`config.mk`:
```
export PLATFORM = sky130hd
export DESIGN_NAME = cap_play_seq
export DESIGN_NICKNAME = d
export VERILOG_FILES = /design/src/rtl/cap_play_pkg.sv /design/src/rtl/cps_edge_sync.sv /design/src/rtl/cps_pace_timer.sv /design/src/rtl/cap_play_seq.sv
export SDC_FILE = /design/constraint.sdc
export NUM_CORES = 1
export LEC_CHECK = 0
export CAP_MARGIN = 20
export CORE_AREA = 2 2 72 91
export CTS_CLUSTER_SIZE = 10
export DETAILED_ROUTE_END_ITERATION = 8
export DIE_AREA = 0 0 74 93
export HOLD_SLACK_MARGIN = 0.02
export SETUP_SLACK_MARGIN = 0.05
export SKIP_CTS_REPAIR_TIMING = 1
export SLEW_MARGIN = 40
export SYNTH_ARGS = -nofsm -noshare
export SYNTH_HDL_FRONTEND = slang
export SYNTH_SLANG_ARGS = --single-unit
export TNS_END_PERCENT = 100
```
`constraint.sdc`:
```
create_clock -name clk_i -period 5.45 [get_ports clk_i]
set_input_delay 0.8175 -clock clk_i [delete_from_list [all_inputs] [get_ports clk_i]]
set_output_delay 0.8175 -clock clk_i [all_outputs]
set_load 0.01 [all_outputs]
```
`src/rtl/cap_play_pkg.sv`:
```
package cap_play_pkg;
  typedef enum logic [3:0] {
    ST_IDLE, ST_FRST, ST_ARM, ST_CAPT, ST_IRQ,
    ST_RD, ST_LAT, ST_DAC, ST_GAP
  } seq_state_e;
endpackage

```
`src/rtl/cps_edge_sync.sv`:
```
module cps_edge_sync #(
  parameter int STAGES = 2  // >= 2
) (
  input  logic clk_i,
  input  logic rst_ni,
  input  logic din_ni,
  output logic fall_o
);
  logic [STAGES-1:0] sync_q;
  logic              prev_q;

  always_ff @(posedge clk_i or negedge rst_ni) begin
    if (!rst_ni) begin
      sync_q <= '1;
      prev_q <= 1'b1;
    end else begin
      sync_q <= {sync_q[STAGES-2:0], din_ni};
      prev_q <= sync_q[STAGES-1];
    end
  end

  assign fall_o = prev_q & ~sync_q[STAGES-1];

  assert_fall_single_R1: assert property (@(posedge clk_i) disable iff (!rst_ni)
    fall_o |=> !fall_o);
endmodule

```
`src/rtl/cps_pace_timer.sv`:
```
module cps_pace_timer #(
  parameter int PACE_W = 8
) (
  input  logic              clk_i,
  input  logic              rst_ni,
  input  logic              load_i,
  input  logic [PACE_W-1:0] val_i,
  input  logic              run_i,
  output logic              last_o
);
  logic [PACE_W-1:0] cnt_q;

  always_ff @(posedge clk_i or negedge rst_ni) begin
    if (!rst_ni)                  cnt_q <= '0;
    else if (load_i)              cnt_q <= val_i;
    else if (run_i && cnt_q != 0) cnt_q <= cnt_q - 1'b1;
  end

  assign last_o = (cnt_q == PACE_W'(1));

  // gap state is entered only with a nonzero load
  assert_run_live_R6: assert property (@(posedge clk_i) disable iff (!rst_ni)
    run_i |-> cnt_q != 0);
endmodule

```
`src/rtl/cap_play_seq.sv`:
```
module cap_play_seq
  import cap_play_pkg::*;
#(
  parameter int DW      = 8,
  parameter int RST_CYC = 2,  // >= 2
  parameter int PACE_W  = 8,
  parameter int SYNC_N  = 2
) (
  input  logic              clk_i,
  input  logic              rst_ni,
  input  logic              cnv_done_ni,
  input  logic [DW-1:0]     sample_i,
  input  logic              fifo_full_ni,
  input  logic              fifo_empty_ni,
  input  logic [DW-1:0]     fifo_rdata_i,
  input  logic [PACE_W-1:0] pace_gap_i,
  output logic              cnv_en_no,
  output logic [1:0]        chan_o,
  output logic              mode_o,
  output logic              fifo_wr_no,
  output logic [DW-1:0]     fifo_wdata_o,
  output logic              fifo_rd_no,
  output logic              fifo_rst_no,
  output logic [DW-1:0]     dac_data_o,
  output logic              dac_wr_no,
  output logic              irq_no
);
  localparam int RCW = $clog2(RST_CYC + 1);

  seq_state_e     state_q;
  logic [RCW-1:0] rcnt_q;
  logic           wr_nq;
  logic [DW-1:0]  wdata_q;
  logic [DW-1:0]  dac_q;
  logic           fall;
  logic           pace_last;
  logic           take;

  cps_edge_sync #(.STAGES(SYNC_N)) u_sync (
    .clk_i  (clk_i),
    .rst_ni (rst_ni),
    .din_ni (cnv_done_ni),
    .fall_o (fall)
  );

  cps_pace_timer #(.PACE_W(PACE_W)) u_pace (
    .clk_i  (clk_i),
    .rst_ni (rst_ni),
    .load_i (state_q == ST_DAC),
    .val_i  (pace_gap_i),
    .run_i  (state_q == ST_GAP),
    .last_o (pace_last)
  );

  // full wins over a coincident edge
  assign take = (state_q == ST_CAPT) && fifo_full_ni && fall;

  always_ff @(posedge clk_i or negedge rst_ni) begin
    if (!rst_ni) begin
      state_q <= ST_IDLE;
      rcnt_q  <= '0;
      wr_nq   <= 1'b1;
      wdata_q <= '0;
      dac_q   <= '0;
    end else begin
      wr_nq <= ~take;
      if (take) wdata_q <= sample_i;
      unique case (state_q)
        ST_IDLE: begin
          state_q <= ST_FRST;
          rcnt_q  <= '0;
        end
        ST_FRST: begin
          if (rcnt_q == RCW'(RST_CYC - 1)) state_q <= ST_ARM;
          else                             rcnt_q  <= rcnt_q + 1'b1;
        end
        ST_ARM:  state_q <= ST_CAPT;
        ST_CAPT: if (!fifo_full_ni) state_q <= ST_IRQ;
        ST_IRQ:  state_q <= ST_RD;
        ST_RD:   state_q <= fifo_empty_ni ? ST_LAT : ST_IDLE;
        ST_LAT: begin
          dac_q   <= fifo_rdata_i;
          state_q <= ST_DAC;
        end
        ST_DAC:  state_q <= (pace_gap_i == '0) ? ST_RD : ST_GAP;
        ST_GAP:  if (pace_last) state_q <= ST_RD;
        default: state_q <= ST_IDLE;
      endcase
    end
  end

  assign cnv_en_no    = (state_q != ST_CAPT);
  assign fifo_rst_no  = (state_q != ST_FRST);
  assign fifo_rd_no   = !((state_q == ST_RD) && fifo_empty_ni);
  assign dac_wr_no    = (state_q != ST_DAC);
  assign irq_no       = (state_q != ST_IRQ);
  assign fifo_wr_no   = wr_nq;
  assign fifo_wdata_o = wdata_q;
  assign dac_data_o   = dac_q;
  assign chan_o       = 2'b00;
  assign mode_o       = 1'b0;

  assert_wr_single_R1: assert property (@(posedge clk_i) disable iff (!rst_ni)
    !fifo_wr_no |=> fifo_wr_no);
  assert_full_stops_R3: assert property (@(posedge clk_i) disable iff (!rst_ni)
    (state_q == ST_CAPT && !fifo_full_ni) |=> cnv_en_no);
  assert_no_wr_full_R3: assert property (@(posedge clk_i) disable iff (!rst_ni)
    !fifo_wr_no |-> $past(fifo_full_ni));
  assert_irq_pulse_R4: assert property (@(posedge clk_i) disable iff (!rst_ni)
    !irq_no |=> irq_no);
  assert_dac_pulse_R5: assert property (@(posedge clk_i) disable iff (!rst_ni)
    !dac_wr_no |=> dac_wr_no);
  assert_en_after_rst_R7: assert property (@(posedge clk_i) disable iff (!rst_ni)
    !cnv_en_no |-> $past(fifo_rst_no));
  assert_no_clash_R9: assert property (@(posedge clk_i) disable iff (!rst_ni)
    !(!fifo_rd_no && !fifo_wr_no));
endmodule

```
**Yosys cells after proc, flatten, opt, wreduce, memory -nomap -nowiden**

Cells that the tools add are included.

- Register bits after elaboration: 34
- Output and inout port bits: 25
- Logic and storage cells: 53

- $add $sub $neg: 2
- Equality and inequality tests: 18
- Multiplexer cells: 10
- Bitwise gates (word level): 3
- Reductions and logical operators: 12

Operators with widths:

| operator | count |
|---|---|
| 4-bit one-hot mux with 9 select lines | 1 |
| 4-bit by 3-bit equality test with 1-bit output (second input constant) | 4 |
| 4-bit 2-to-1 mux | 4 |
| 8-bit 2-to-1 mux | 2 |
| 4-bit by 2-bit equality test with 1-bit output (second input constant) | 2 |
| 8-bit by 1-bit equality test with 1-bit output (second input constant) | 1 |
| 8-bit zero test | 1 |
| 2-bit inequality test (second input constant) | 4 |
| 4-bit by 3-bit inequality test with 1-bit output (second input constant) | 2 |
| 8-bit nonzero test | 1 |
| 8-bit by 1-bit subtractor with 8-bit output (second input constant) | 1 |
| 4-bit by 1-bit equality test with 1-bit output (second input constant) | 1 |
| 4-bit equality test (second input constant) | 1 |
| 1-bit logical AND | 4 |
| 4-bit zero test | 1 |
| 4-bit by 1-bit inequality test with 1-bit output (second input constant) | 1 |
| 4-bit by 2-bit inequality test with 1-bit output (second input constant) | 1 |
| 2-bit one-hot mux with 2 select lines | 1 |
| 2-bit nonzero test | 2 |
| 3-bit 2-to-1 mux | 1 |
| 3-bit AND reduction | 1 |
| 2-bit by 1-bit adder with 2-bit output (second input constant) | 1 |
| 2-bit by 1-bit equality test with 1-bit output (second input constant) | 1 |
| 2-bit 2-to-1 mux | 1 |
| other kinds (4) | 5 |

**Logic depth before layout (Yosys ltp)**

- Depth in word-level cells: 4
- Depth in mapped cells: 7
- Mapped depth without buffers: 6

**Modules after synthesis**

From an unflattened synthesis, not the netlist that was laid out.

- Cells, all modules: 163
- Area total of the unflattened synthesis: 1870.5 um2

By module, submodules not included:

| module | times used | cells an instance | area each (um2) |
|---|---|---|---|
| cap_play_seq | 1 | 95 | 1203.7 |
| cps_pace_timer | 1 | 64 | 574.3 |
| cps_edge_sync | 1 | 4 | 92.6 |

**Worst setup path after synthesis**

Ideal clock, no wire load.

- Path kind: register -> output
- From: reg state_q[1]
- To: out dac_wr_no
- Arrival time: 1.072 ns
- Data required time: 4.633 ns
- Setup slack: 3.560 ns
- Cell stages (with the launch flop): 4
- Path buffers: 1
- Cell sequence: dfrtp_1 clkbuf_1 and4b_2 inv_1

- Cells in the longest elaborated chain, start to end: 1

RTL lines:

| what | RTL line | RTL |
|---|---|---|
| from (decl) | cap_play_seq.sv:30 | `seq_state_e state_q;` |
| from (signal assigned) | cap_play_seq.sv:80 | `ST_RD: state_q <= fifo_empty_ni ? ST_LAT : ST_IDLE;` |
| from (signal assigned) | cap_play_seq.sv:85 | `ST_DAC: state_q <= (pace_gap_i == '0) ? ST_RD : ST_GAP;` |
| 4-bit by 3-bit inequality test with 1-bit output | cap_play_seq.sv:95 | `assign dac_wr_no = (state_q != ST_DAC);` |
| to (decl) | cap_play_seq.sv:25 | `output logic dac_wr_no,` |

No other way between the ends.

**Worst setup path in the final report**

- From: reg state_q[2]
- To: out dac_wr_no

The elaborated chain is that of the path after synthesis.

==> results.yml <==
global_routing:
  gr-usage-met3_pct: 3.88
  grt_pass1_vias: 1297
  grt_use_met1_pct: 16.1
  grt_util_met2_pct: 18.0
  grt.busiest_layer: "met2"
  grt_max_degree: 35
  grt_pass1_wl_um: 6370
  antenna_found_initial: 0
  gr-total-overflow: 0
  grt_use_total_pct: 12.1
yosys:
  yosysWarningCount: 0
  syn_inst: 155
  synth_cell_type_count: 48
  netlist_area_mm2: 0.00174
  syn_avg_cell_area_um2: 11.2
  ys_seq_area_share_pct: 49.1
  synth_ff_type: "dfrtp_1"
  synth-seq-cells: 34
  synth_edf_count: 0
  async_reset_ff_share_pct: 100
critical_path:
  max_stage_delay_ps: 630
  cp_top_family: "buffers and inverters"
  startpoint_type: "flop"
  path_buf_inv: 2
  cpMaxStageDelayCell: "dfrtp_1"
  cp.required_ps: 4630
  critPathCaptureType: "output pin"
  critPathKind: "flop to output pin"
  path_max_fanout: 14
  worstPathCellList: "and4b_2 -> inv_1 -> clkdlybuf4s50_1"
  crit_arrival_ps: 2070
routing:
  wirelength_um: 3840
  detail-route-antenna-nets: 0
  dr.pass1.iters: 4
  drcViolationCount: 0
  drt_iter0_markers: 78
  vias: 1390
  vias_per_cell: 4.81
  detail_route.wl_per_cell_um: 13.3
sta:
  max_clock_freq_ghz: 0.347
  timing.hold.ws_ps: 357
  maxSlewViolCount: 0
  rsz0062_at_grt: "false"
  final-setup-viol-count: 0
  skew_ps: 5.88
  min_period_over_period_pct: 52.9
  min_period_ps: 2880
  fin_tns_setup_ps: 0
  hold_violations: 0
finish:
  layout_commonest_cell: "clkdlybuf4s50_1"
  drive_gt1_share_pct: 19.1
  antennaDiodeCount: 0
  fin_nets: 235
  layout_common_cells: "49 x clkdlybuf4s50_1, 30 x dfrtp_1, 16 x mux2_2"
  final_cell_count_no_fill: 289
  area_growth_pct: 36.9
die:
  die_w_um: 74
  core_mm2: 0.00605
  design.die.area_mm2: 0.00688
  io_pins: 54
  die_h_um: 93
  core.rowCount: 32
  start_util_pct: 28.8
worst_hold_path:
  hold_class: "flop to flop"
cts:
  cts_made_buffers: 5
  cts_root_buf: "clkbuf_8"
  cts_buffer_depth: 2
  clkLatencyLatePin_ps: 290
  cts.sinks: 34
  cts_tree: "built"
  htree_levels: 2
  cts.clk_slew.worst_paths_ps: 70
placed_design:
  placed_cells: 281
  gp_congestion: 0.721
  portBuffers: 50
  dpl.hpwl_um: 2700
pwr:
  irDropWorstVdd_uv: 181
  p_leak_uw: 0.000971
  powerDensity_mw_per_mm2: 506
run_status:
  outcome: "finished, final reports clean"
job:
  drv_cap: 0
registers in the layout, summed over array words and instances (netlist names):
signal,count
dac_data_o,8
fifo_wdata_o,8
u_pace.cnt_q,8
state_q,4
rcnt_q,2
u_sync.sync_q,2
fifo_wr_no,1
u_sync.prev_q,1
power by group:
part	internal, uW	total, uW	switching [uW]
Combinational	307	534	227
Clock	102	197	95.2
Sequential	360	477	116
Total	768	1210	439
path summary, 6_finish.rpt:
kind / from / endpoint / slack, ps / cells past startpoint
max: state_q[2]$_DFFE_PN0P_ / dac_wr_no / 2570 / 3
min: u_sync.sync_q[0]$_DFF_PN1_ / u_sync.sync_q[1]$_DFF_PN1_ / 360 / 0
max reg2reg: u_pace.cnt_q[0]$_DFFE_PN0P_ / u_pace.cnt_q[5]$_DFFE_PN0P_ / 3450 / 6
min reg2reg: u_sync.sync_q[0]$_DFF_PN1_ / u_sync.sync_q[1]$_DFF_PN1_ / 360 / 0
max in group asynchronous: rst_ni / u_sync.sync_q[1]$_DFF_PN1_ / 4640 / 1
min in group asynchronous: rst_ni / u_pace.cnt_q[0]$_DFFE_PN0P_ / 470 / 1
stage by stage:
stage                     util, %  total power (uW)  area [um^2]  worst slack [ps]
final                        39.5              1210         2390              2570
after global routing         39.5              1300         2390              2450
after CTS                    39.4              1220         2380              2580
after detailed placement     37.9              1020         2290              2760
after global placement       37.9              1010         2290              2780
after floorplan                 -               787         1750              3560
cells by family after synthesis:
logic type      Yosys count  share of synthesized area, %
simple gates             53                          17.9
fa+ha+maj                 3                          2.15
flops                    34                          49.1
compound gates           28                          13.6
other cells               1                         0.215
mux                      18                          11.5
xor+xnor                  1                         0.503
buf+inv                  17                          4.95
cell type report:
type                    count  area, um^2
inverters                   6        22.5
well taps                  85         106
fillers                   614        3660
repair buffers             50         498
multi-input cells         106         808
clock buffers               6        82.6
clock inverters             2        12.5
flip-flops and latches     34         856
worst register-to-register path: stages, from the launching register on:
cell	delay, ps
dfrtp_1	430
inv_1	80
ha_1	160
or3b_1	470
o21ai_4	320
mux2i_1	120
a221o_1	300
metal layers:
layer,vias to the layer above,wire length [um]
met5,-,0
met4,0,53
met3,10,228
met2,42,1830
met1,678,1730
li1,660,-
synth_stat cells (2+ instances only):
cell	number	area [um^2]
nor2_1	7	26.3
dfstp_2	4	105
nand2b_1	2	12.5
a32oi_1	2	17.5
o21ai_0	2	10.0
clkbuf_1	4	15.0
buf_2	3	15.0
nor2b_1	6	37.5
a221o_1	4	40.0
mux2i_1	2	20.0
o311ai_0	3	26.3
o31ai_1	2	15.0
nand2_1	12	45.0
ha_1	3	37.5
nor3_1	4	20.0
buf_4	3	22.5
dfrtp_1	30	751
inv_1	6	22.5
a21oi_1	5	25.0
or4_1	2	15.0
mux2_2	16	180
nor4_1	3	18.8
nand3_1	4	20.0
or3b_1	2	17.5
(Power assumes the default switching activity.)
